===== src/rtl/spis_pkg.sv =====
package spis_pkg;

  localparam int unsigned SPIS_DW = 8;

  typedef logic [SPIS_DW-1:0] spis_byte_t;

  // configuration register layout, MSB first
  typedef struct packed {
    logic [3:0] mask;   // [0] rx ready, [1] tx ready, [2] cs high, [3] cs low
    logic       lsb;
    logic       cpol;
    logic       cpha;
    logic       en;
  } spis_cfg_t;

  typedef enum logic [1:0] {
    ADDR_CFG  = 2'd0,
    ADDR_STAT = 2'd1,
    ADDR_DATA = 2'd2,
    ADDR_NONE = 2'd3
  } spis_addr_e;

  localparam spis_cfg_t CFG_RESET = '{mask: 4'hF, lsb: 1'b0, cpol: 1'b0, cpha: 1'b0, en: 1'b0};

  // position inside a byte of the idx-th bit on the wire
  function automatic logic [2:0] bit_pos(input logic [2:0] idx, input logic lsb_first);
    return lsb_first ? idx : (3'd7 - idx);
  endfunction

  // accumulate one received bit into the shift register
  function automatic spis_byte_t shift_in(input spis_byte_t sh, input logic b, input logic lsb_first);
    return lsb_first ? {b, sh[SPIS_DW-1:1]} : {sh[SPIS_DW-2:0], b};
  endfunction

  // combined interrupt from sources and masks
  function automatic logic irq_of(input logic [3:0] src, input logic [3:0] mask);
    return |(src & ~mask);
  endfunction

endpackage


===== src/rtl/spis_sync.sv =====
module spis_sync #(
  parameter int unsigned W       = 3,
  parameter logic [W-1:0] RST_VAL = '0
) (
  input  logic         clk,
  input  logic         rst_n,
  input  logic [W-1:0] d,
  output logic [W-1:0] q
);

  for (genvar g = 0; g < W; g++) begin : g_bit
    logic [1:0] st;
    always_ff @(posedge clk or negedge rst_n) begin
      if (!rst_n) st <= {2{RST_VAL[g]}};
      else        st <= {st[0], d[g]};
    end
    assign q[g] = st[1];
  end

endmodule


===== src/rtl/spis_fifo.sv =====
module spis_fifo #(
  parameter int unsigned DW    = 8,
  parameter int unsigned DEPTH = 2
) (
  input  logic          clk,
  input  logic          rst_n,
  input  logic          push,
  input  logic [DW-1:0] wdata,
  input  logic          pop,
  output logic [DW-1:0] head,
  output logic          full,
  output logic          empty
);

  localparam int unsigned AW = (DEPTH > 1) ? $clog2(DEPTH) : 1;
  localparam int unsigned CW = $clog2(DEPTH + 1);
  localparam logic [AW-1:0] LAST = AW'(DEPTH - 1);

  logic [DW-1:0] mem [DEPTH];
  logic [AW-1:0] wptr, rptr;
  logic [CW-1:0] cnt;
  logic          do_push, do_pop;

  assign full    = (cnt == CW'(DEPTH));
  assign empty   = (cnt == '0);
  assign do_push = push && !full;
  assign do_pop  = pop && !empty;
  assign head    = mem[rptr];

  always_ff @(posedge clk or negedge rst_n) begin
    if (!rst_n) begin
      wptr <= '0;
      rptr <= '0;
      cnt  <= '0;
    end else begin
      if (do_push) wptr <= (wptr == LAST) ? '0 : wptr + AW'(1);
      if (do_pop)  rptr <= (rptr == LAST) ? '0 : rptr + AW'(1);
      if (do_push && !do_pop)      cnt <= cnt + CW'(1);
      else if (do_pop && !do_push) cnt <= cnt - CW'(1);
    end
  end

  always_ff @(posedge clk) begin
    if (do_push) mem[wptr] <= wdata;
  end


  fifo_no_overflow_chk: assert property (@(posedge clk) disable iff (!rst_n) cnt <= CW'(DEPTH));


  fifo_full_drop_chk: assert property (@(posedge clk) disable iff (!rst_n)
    (push && full && !pop) |=> full);

endmodule


===== src/rtl/spis_core.sv =====
module spis_core
  import spis_pkg::*;
#(
  parameter int unsigned DW = SPIS_DW
) (
  input  logic          clk,
  input  logic          rst_n,
  input  logic          en_i,
  input  logic          cpol_i,
  input  logic          cpha_i,
  input  logic          lsb_i,
  input  logic          sck_s,
  input  logic          csn_s,
  input  logic          mosi_s,
  input  logic [DW-1:0] tx_head,
  input  logic          tx_empty,
  output logic          tx_pop,
  output logic          rx_push,
  output logic [DW-1:0] rx_byte,
  output logic          miso,
  output logic          cs_rise,
  output logic          cs_fall
);

  localparam int unsigned CNTW = $clog2(DW);
  localparam logic [CNTW-1:0] LASTBIT = CNTW'(DW - 1);

  logic            sck_q, csn_q;
  logic [CNTW-1:0] rcnt, ocnt;
  logic [DW-1:0]   rx_sh, cur, head_or_zero, sel_byte;
  logic            have_cur, first_shift;

  // named internal events
  logic active, sck_rise, sck_fall, lead_evt, trail_evt;
  logic sample_evt, shift_evt, load_cur, byte_done;

  assign active     = en_i && !csn_s;
  assign sck_rise   = sck_s && !sck_q;
  assign sck_fall   = !sck_s && sck_q;
  assign lead_evt   = active && (cpol_i ? sck_fall : sck_rise);
  assign trail_evt  = active && (cpol_i ? sck_rise : sck_fall);
  assign sample_evt = cpha_i ? trail_evt : lead_evt;
  assign shift_evt  = cpha_i ? lead_evt : trail_evt;
  assign cs_fall    = en_i && csn_q && !csn_s;
  assign cs_rise    = en_i && !csn_q && csn_s;

  assign load_cur     = (rcnt == '0) && !have_cur;
  assign byte_done    = sample_evt && (rcnt == LASTBIT);
  assign head_or_zero = tx_empty ? '0 : tx_head;
  assign sel_byte     = have_cur ? cur : head_or_zero;

  assign tx_pop  = sample_evt && load_cur && !tx_empty;
  assign rx_push = byte_done;
  assign rx_byte = shift_in(rx_sh, mosi_s, lsb_i);
  assign miso    = active ? sel_byte[bit_pos(ocnt, lsb_i)] : 1'b0;

  always_ff @(posedge clk or negedge rst_n) begin
    if (!rst_n) begin
      sck_q       <= 1'b0;
      csn_q       <= 1'b1;
      rcnt        <= '0;
      ocnt        <= '0;
      have_cur    <= 1'b0;
      first_shift <= 1'b1;
      rx_sh       <= '0;
      cur         <= '0;
    end else begin
      sck_q <= sck_s;
      csn_q <= csn_s;
      if (!active) begin
        rcnt        <= '0;
        ocnt        <= '0;
        have_cur    <= 1'b0;
        first_shift <= 1'b1;
      end else begin
        if (sample_evt) begin
          rx_sh <= rx_byte;
          rcnt  <= rcnt + CNTW'(1);
          if (load_cur) begin
            cur      <= head_or_zero;
            have_cur <= 1'b1;
          end
        end
        if (shift_evt) begin
          if (cpha_i && first_shift) begin
            first_shift <= 1'b0;
          end else begin
            ocnt <= ocnt + CNTW'(1);
            if (ocnt == LASTBIT) have_cur <= 1'b0;
          end
        end
      end
    end
  end


  rcnt_idle_chk: assert property (@(posedge clk) disable iff (!rst_n) csn_s |=> (rcnt == '0));


  byte_frame_chk: assert property (@(posedge clk) disable iff (!rst_n) byte_done |=> (rcnt == '0));

endmodule


===== src/rtl/spi_slave_irq.sv =====
module spi_slave_irq
  import spis_pkg::*;
#(
  parameter int unsigned RX_DEPTH = 2,
  parameter int unsigned TX_DEPTH = 2
) (
  input  logic       clk,
  input  logic       rst_n,
  input  logic       sck_i,
  input  logic       csn_i,
  input  logic       mosi_i,
  output logic       miso_o,
  input  logic [1:0] reg_addr,
  input  logic       reg_wr,
  input  logic       reg_rd,
  input  logic [7:0] reg_wdata,
  output logic [7:0] reg_rdata,
  output logic       irq_o
);

  spis_cfg_t  cfg_q;
  logic [2:0] pins_s;
  logic       sck_s, csn_s, mosi_s;
  logic       flag_hi, flag_lo;
  spis_byte_t tx_head, rx_head, rx_byte;
  logic       tx_full, tx_empty, rx_full, rx_empty;
  logic       tx_pop, rx_push, cs_rise, cs_fall;
  logic       cfg_wr, tx_push, rx_pop, stat_rd;
  logic [7:0] status;

  spis_sync #(.W(3), .RST_VAL(3'b010)) u_sync (
    .clk(clk), .rst_n(rst_n),
    .d({mosi_i, csn_i, sck_i}),
    .q(pins_s)
  );
  assign sck_s  = pins_s[0];
  assign csn_s  = pins_s[1];
  assign mosi_s = pins_s[2];

  assign cfg_wr  = reg_wr && (reg_addr == ADDR_CFG);
  assign tx_push = reg_wr && (reg_addr == ADDR_DATA);
  assign rx_pop  = reg_rd && (reg_addr == ADDR_DATA);
  assign stat_rd = reg_rd && (reg_addr == ADDR_STAT);

  spis_core #(.DW(SPIS_DW)) u_core (
    .clk(clk), .rst_n(rst_n),
    .en_i(cfg_q.en), .cpol_i(cfg_q.cpol), .cpha_i(cfg_q.cpha), .lsb_i(cfg_q.lsb),
    .sck_s(sck_s), .csn_s(csn_s), .mosi_s(mosi_s),
    .tx_head(tx_head), .tx_empty(tx_empty), .tx_pop(tx_pop),
    .rx_push(rx_push), .rx_byte(rx_byte), .miso(miso_o),
    .cs_rise(cs_rise), .cs_fall(cs_fall)
  );

  spis_fifo #(.DW(SPIS_DW), .DEPTH(TX_DEPTH)) u_txq (
    .clk(clk), .rst_n(rst_n),
    .push(tx_push), .wdata(reg_wdata), .pop(tx_pop),
    .head(tx_head), .full(tx_full), .empty(tx_empty)
  );

  spis_fifo #(.DW(SPIS_DW), .DEPTH(RX_DEPTH)) u_rxq (
    .clk(clk), .rst_n(rst_n),
    .push(rx_push), .wdata(rx_byte), .pop(rx_pop),
    .head(rx_head), .full(rx_full), .empty(rx_empty)
  );

  always_ff @(posedge clk or negedge rst_n) begin
    if (!rst_n) begin
      cfg_q   <= CFG_RESET;
      flag_hi <= 1'b0;
      flag_lo <= 1'b0;
    end else begin
      if (cfg_wr) cfg_q <= spis_cfg_t'(reg_wdata);
      if (cs_rise)      flag_hi <= 1'b1;
      else if (stat_rd) flag_hi <= 1'b0;
      if (cs_fall)      flag_lo <= 1'b1;
      else if (stat_rd) flag_lo <= 1'b0;
    end
  end

  assign status = {4'b0000, flag_lo, flag_hi, !tx_full, !rx_empty};
  assign irq_o  = irq_of(status[3:0], cfg_q.mask);

  always_comb begin
    unique case (spis_addr_e'(reg_addr))
      ADDR_CFG:  reg_rdata = cfg_q;
      ADDR_STAT: reg_rdata = status;
      ADDR_DATA: reg_rdata = rx_empty ? 8'h00 : rx_head;
      default:   reg_rdata = 8'h00;
    endcase
  end


  cs_high_clear_chk: assert property (@(posedge clk) disable iff (!rst_n)
    (stat_rd && !cs_rise) |=> !flag_hi);


  all_masked_quiet_chk: assert property (@(posedge clk) disable iff (!rst_n)
    (cfg_wr && (reg_wdata[7:4] == 4'hF)) |=> !irq_o);


  rx_full_drop_chk: assert property (@(posedge clk) disable iff (!rst_n)
    (rx_push && rx_full && !rx_pop) |=> rx_full);

endmodule


===== config.mk =====
export PLATFORM = sky130hd
export DESIGN_NAME = spi_slave_irq
export DESIGN_NICKNAME = d
export VERILOG_FILES = /design/src/rtl/spis_pkg.sv /design/src/rtl/spis_sync.sv /design/src/rtl/spis_fifo.sv /design/src/rtl/spis_core.sv /design/src/rtl/spi_slave_irq.sv
export SDC_FILE = /design/constraint.sdc
export NUM_CORES = 1
export LEC_CHECK = 0
export CAP_MARGIN = 20
export CELL_PAD_IN_SITES_DETAIL_PLACEMENT = 0
export CELL_PAD_IN_SITES_GLOBAL_PLACEMENT = 1
export CORE_UTILIZATION = 45
export CTS_BUF_LIST = sky130_fd_sc_hd__clkbuf_2
export CTS_CLUSTER_SIZE = 25
export DETAILED_ROUTE_END_ITERATION = 16
export PLACE_DENSITY_LB_ADDON = 0.1
export SLEW_MARGIN = 20
export SYNTH_ARGS = -nofsm -noshare
export SYNTH_HDL_FRONTEND = slang
export SYNTH_SLANG_ARGS = --single-unit

===== constraint.sdc =====
create_clock -name clk -period 2.6 [get_ports clk]
set_input_delay 0.39 -clock clk [delete_from_list [all_inputs] [get_ports clk]]
set_output_delay 0.39 -clock clk [all_outputs]
set_load 0.02 [all_outputs]

# After elaboration in Yosys (flattened, before gate mapping)
# Memory sizes are Yosys's and may differ from the RTL's.
# Index checks and enable logic that the tools add are counted.
[classes]
n_addsub = 11
n_lt_le_gt_ge = 1
n_eq_ne = 10
n_mux = 42
n_bitwise = 2
reduce_logical = 52
[op_table]
columns = ["cell", "count"]
rows = [
  ["$mux 8", 4],
  ["$logic_and 1x1->1", 26],
  ["$mux 1", 26],
  ["$pmux 8 s3", 1],
  ["$mux 3", 6],
  ["$logic_not 1->1", 13],
  ["$mux 2", 4],
  ["$ne 2x2->1 const B", 4],
  ["$reduce_bool 2->1", 4],
  ["$add 3x1->3 const B", 2],
  ["$eq 2x2->1 const B", 3],
  ["$eq 3x3->1 const B", 2],
  ["$logic_not 2->1", 3],
  ["$reduce_and 2->1", 3],
  ["$add 1x1->1 const B", 4],
  ["$add 2x1->2 const B", 2],
  ["$and 4x4->4", 1],
  ["$lt 3x4->1 const B", 1],
  ["$not 4->4", 1],
  ["$reduce_or 4->1", 1],
  ["$sub 2x1->2 const B", 2],
  ["$bmux 1 s3", 1],
  ["$logic_not 3->1", 1],
  ["$reduce_and 3->1", 1],
  ["other kinds (2)", 2],
]
[totals]
register_bits = 50
ram_bits = 32
in_bits = 17
output_inout_bits = 10
word_cells = 144
memories = 2
[memory_table]
columns = ["name", "depth", "word_bits", "read_ports", "rd_ports_with_merged_regs", "wr", "line", "source"]
rows = [
  ["u_rxq.mem", 2, 8, 1, 0, 1, "spis_fifo.sv:19", "logic [DW-1:0] mem [DEPTH];"],
  ["u_txq.mem", 2, 8, 1, 0, 1, "spis_fifo.sv:19", ""],
]

# Depth between registers and ports, before layout
[logic_depth]
depth_word = 11
ltp_mapped = 9
ltp_nobuf = 8

# Modules after synthesis
# From an unflattened synthesis, not the netlist that was laid out.
[unflattened]
cells_unflattened = 297
hier_area_um2 = 3981.3
[by_module_without_submodules]
columns = ["mod", "n_inst", "cells_each", "area_per_inst_um2", "seq_area_each_um2"]
rows = [
  ["spis_core", 1, 141, 1610.3, 653.1],
  ["spis_fifo", 2, 44, 782.0, 580.6],
  ["spi_slave_irq", 1, 59, 631.9, 255.2],
  ["spis_sync", 1, 9, 175.2, 152.6],
]

# Least setup slack after synthesis
# No wires, ideal clock.
[synth_timing]
path_kind = "flip-flop to output port"
startpoint = "reg u_txq.cnt[1]"
endpoint = "out miso_o"
t_arrival_ns = 1.702
t_required_ns = 2.210
path_slack_ns = 0.508
stages_incl_launch_ff = 7
n_path_buf = 1
path_cell_list = "dfrtp_1 -> clkbuf_1 -> nor2_1 -> nor2_1 -> a221oi_1 -> o32ai_1 -> a2bb2oi_1"
[synth_via]
elab_chain_cells = 6
[synth_lines]
columns = ["element", "line", "source"]
rows = [
  ["from (decl)", "spis_fifo.sv:21", "logic [CW-1:0] cnt;"],
  ["from (signal assigned)", "spis_fifo.sv:38", "if (do_push && !do_pop) cnt <= cnt + CW'(1);"],
  ["from (signal assigned)", "spis_fifo.sv:39", "else if (do_pop && !do_push) cnt <= cnt - CW'(1);"],
  ["$logic_not 2->1", "spis_fifo.sv:25", "assign empty = (cnt == '0);"],
  ["$mux 8", "spis_core.sv:49", "assign head_or_zero = tx_empty ? '0 : tx_head;"],
  ["$mux 8", "spis_core.sv:50", "assign sel_byte = have_cur ? cur : head_or_zero;"],
  ["$bmux 1 s3", "spis_core.sv:55", "assign miso = active ? sel_byte[bit_pos(ocnt, lsb_i)] : 1'b0;"],
  ["$mux 1 (not written as such)", "spis_core.sv:55", ""],
  ["$mux 1", "spis_core.sv:55", ""],
  ["to (decl)", "spi_slave_irq.sv:12", "output logic miso_o,"],
]
# No other way between the ends. The select of a mux whose other input is x is not followed.

# Worst setup path after layout
[layout_timing]
startpoint = "reg u_txq.rptr"
endpoint = "out miso_o"
[layout_via]
elab_chain_cells = 6
[layout_lines]
columns = ["element", "line", "source"]
rows = [
  ["from (decl)", "spis_fifo.sv:20", "logic [AW-1:0] wptr, rptr;"],
  ["from (signal assigned)", "spis_fifo.sv:37", "if (do_pop) rptr <= (rptr == LAST) ? '0 : rptr + AW'(1);"],
  ["$mem_v2 2x8", "-", ""],
  ["$mux 8", "spis_core.sv:49", ""],
  ["$mux 8", "spis_core.sv:50", ""],
  ["$bmux 1 s3", "spis_core.sv:55", ""],
  ["$mux 1 (not written as such)", "spis_core.sv:55", ""],
  ["$mux 1", "spis_core.sv:55", ""],
]
# No other way between the ends. The select of a mux whose other input is x is not followed.

==> impl_metrics.ini <==
[outcome]
status = complete, no violations

[routing]
num_vias = 2243
drt_iter0_markers = 81
drtAntennaViolNets = 0
drt_first_pass_iters = 4
wirelength_um = 7400
avgViaCountPerCell = 5.18
wl_per_cell_um = 17.1
drcViolationCount = 0

[floorplan]
fp.dieW_um = 92.4
rows = 32
dieArea_um2 = 8530
die_h_um = 92.4
initial_core_util_pct = 47.1
io_pins = 27
coreArea_um2 = 7810

[cells_and_area]
nets = 350
stdcell_count = 433
diodes = 0
area_growth_pct = 18.9
drive_gt1_share_pct = 26.9
fillCellCount = 694
fin_util_pct = 56.0

[timing]
final.setup.tns_ns = 0
finalSetupViolations = 0
finalMaxSlewViolations = 0
timing.final.ws_setup_ns = 0.0288
hold_viol = 0
slew_headroom_pct = 53.2
max_freq_mhz = 389
worstMarginPinSlew_ns = 0.701
rsz0062_at_grt = true
clock_skew_ns = 0.0298
period_share_pct = 98.9
fin_crit_ns = 2.57

[power_and_ir_drop]
netSwitchingPower_w = 0.00103
clkPwrFrac_pct = 22.6
comb_power_share_pct = 27.5
p_sw_share_pct = 30.6
internal-power_w = 0.00234
ir_drop_uv = 310
p_leak_nw = 1.89
power_frac_seq_pct = 49.8
p_per_area_nw_per_um2 = 772

[global_route]
grt_pass1_wl_um = 12000
antenna_found_initial = 0
grtUsageTotal_pct = 18.9
grt_overflow_total = 0
grt_pass1_vias = 2297
grt_max_degree = 27

[clocking]
path_clk_slew_ns = 0.24
cts_max_level = 3
cts_buffers = 9
cts_tree = built
clk_latency_ns = 0.51
root_buffer = clkbuf_2
clock_path_buffers = 2
cts.sink_count = 82

[synth]
synth_edf_count = 32
synth_top_area_share_pct = 28.6
ys_seq_elements = 82
syn-cell-area_um2 = 3670
synthFlopType = dfrtp_1
yosys-top-cells-area = dfrtp_1 29%, edfxtp_1 26%, mux2_2 9.2%
avgSynthCellArea_um2 = 13.2
ys_seq_area_share_pct = 60.5
yosysWarnings = 0
synthArstFlopShare_pct = 61.0
netlist_instances = 279
synth_top_cell_by_area = dfrtp_1
syn-num-nets = 303
yosysUniqueCellTypes = 41

[worst_setup_path]
critPathCaptureType = output pin
critPathKind = reg2out
startpoint = u_txq.rptr
critPathLaunchType = flip-flop
worst-endpoint-arrival_ns = 2.18
required_ns = 2.21
crit_end = miso_o
reg2reg_slack_ns = 0.36
r2r-start = u_sync.g_bit[0].st[1]
critPathMaxFanout = 5
r2r_end = u_rxq.mem[0][6]
rr_worst_depth = 5

[placed_design]
dp_cells = 413
io_buffers = 26
pre_cts_slack_ns = 0.0389
place_congestion = 0.885
hpwl_um = 5280

[run]
maxCapViolCount = 0

[min_path]
min-delay-path-class = in2reg
-- stage by stage --
| step | hold WS (ns) | power, W | cell area [µm²] |
|---|---|---|---|
| after floorplan | 0.0944 | 0.00226 | 3670 |
| after global placement | 0.333 | 0.00256 | 4150 |
| after detailed placement | 0.337 | 0.00257 | 4150 |
| after CTS | 0.223 | 0.00336 | 4330 |
| after global routing | 0.214 | 0.00356 | 4370 |
| final | 0.269 | 0.00338 | 4370 |
-- synthesized netlist by cell type, types with 3 or more instances --
cell	number
nand2_1	22
inv_1	16
edfxtp_1	32
nor2b_1	7
a221oi_1	4
dfrtp_1	42
o22ai_1	3
xnor2_1	8
ha_1	7
buf_2	3
mux2_2	30
o21ai_0	19
mux2i_1	24
clkbuf_1	7
xor2_1	7
nor2_1	10
and2_1	3
dfstp_2	8
-- state kept, by name, summed over array words and instances (netlist names), 2 cells and up --
name,flops
u_core.ocnt,3
u_core.rx_sh,8
u_txq.cnt,2
u_rxq.mem,16
cfg_q,8
u_txq.mem,16
u_core.cur,8
u_sync.g_bit.st,6
u_core.rcnt,3
u_rxq.cnt,2
-- critical path, cell delays in order, from the launching register on --
cell and delay [ns]:
dfrtp_2 0.46, buf_6 0.13, mux2_4 0.30, a221o_1 0.34, a31oi_2 0.19, a2bb2oi_1 0.09, buf_4 0.16
-- kinds of logic (layout without fill, tap and decap cells) --
| kind of cell | Yosys count | after routing | share of synthesized area [%] |
|---|---|---|---|
| AO/OA/AOI/OAI | 41 | 41 | 7.25 |
| flip-flops | 82 | 82 | 60.5 |
| XOR/XNOR | 15 | 15 | 3.58 |
| AND/OR/NAND/NOR | 50 | 50 | 6.61 |
| multiplexers | 56 | 56 | 16.5 |
| buffers and inverters | 28 | 80 | 3.17 |
| adder cells (fa/ha/maj) | 7 | 7 | 2.38 |
-- power by group through the flow --
stage	logic (W)	registers, W	clock network, W
6_report	0.000928	0.00168	0.000764
5_1_grt	0.00102	0.00171	0.000835
4_1_cts	0.000892	0.00168	0.000789
3_5_place_dp	0.000846	0.00172	0
3_3_place_gp	0.000837	0.00172	0
2_1_floorplan	0.000601	0.00166	0
-- how the worst min path moves through the flow --
stage,depth (start not counted),endpoint,start
2_1_floorplan,0,cfg_q[0],rst_n
3_3_place_gp,0,u_sync.g_bit[2].st[1],u_sync.g_bit[2].st[0]
3_5_place_dp,0,u_sync.g_bit[0].st[1],u_sync.g_bit[0].st[0]
4_1_cts,1,u_sync.g_bit[1].st[0],csn_i
5_1_grt,1,u_sync.g_bit[2].st[0],mosi_i
6_report,1,u_sync.g_bit[1].st[0],csn_i
-- layer usage --
metal | track usage [%] | share of wire [%] | routed length, µm | up-vias
li1 | - | - | - | 1083
met2 | 28.3 | 44 | 3280 | 35
met4 | 6.64 | 1.2 | 91 | 0
met1 | 27.6 | 51 | 3780 | 1115
met5 | 0 | 0 | 0 | -
met3 | 3.45 | 3.4 | 251 | 10
-- cell type report --
class | count | area [µm²] | share of cell area [%]
sequential | 82 | 2230 | 50.9
multi-input combinational | 169 | 1370 | 31.4
timing repair buffer | 48 | 445 | 10.2
tap | 102 | 128 | 2.92
clock inverter | 7 | 93.8 | 2.15
inverter | 16 | 60.1 | 1.37
clock buffer | 9 | 45.0 | 1.03
-- placed cells by master, fill, tap and decap left out, types with 3 or more instances in the layout --
cell             netlist  layout
mux2_4                 2       3
o21ai_0               19      18
mux2_2                30      29
inv_1                 16      16
edfxtp_1              32      32
buf_4                  0      19
dfstp_2                8       8
clkbuf_2               0       9
ha_1                   7       7
o22ai_1                3       3
nor2_1                10      10
mux2i_1               24      24
and2_1                 3       3
dfrtp_2                0       3
dlymetal6s2s_1         0       5
dfrtp_1               42      39
nand2_1               22      22
clkdlybuf4s50_1        0      18
nor2b_1                7       6
xor2_1                 7       6
xnor2_1                8       8
-- timing repair --
action,CTS,global route
endpoints found under the setup margin,7,7
pin swaps,0,2
resized for setup,11,14
buffers inserted,3,0
hold endpoints to repair,20,0
hold buffers,1,0
Power figures use the tool's default switching activity.
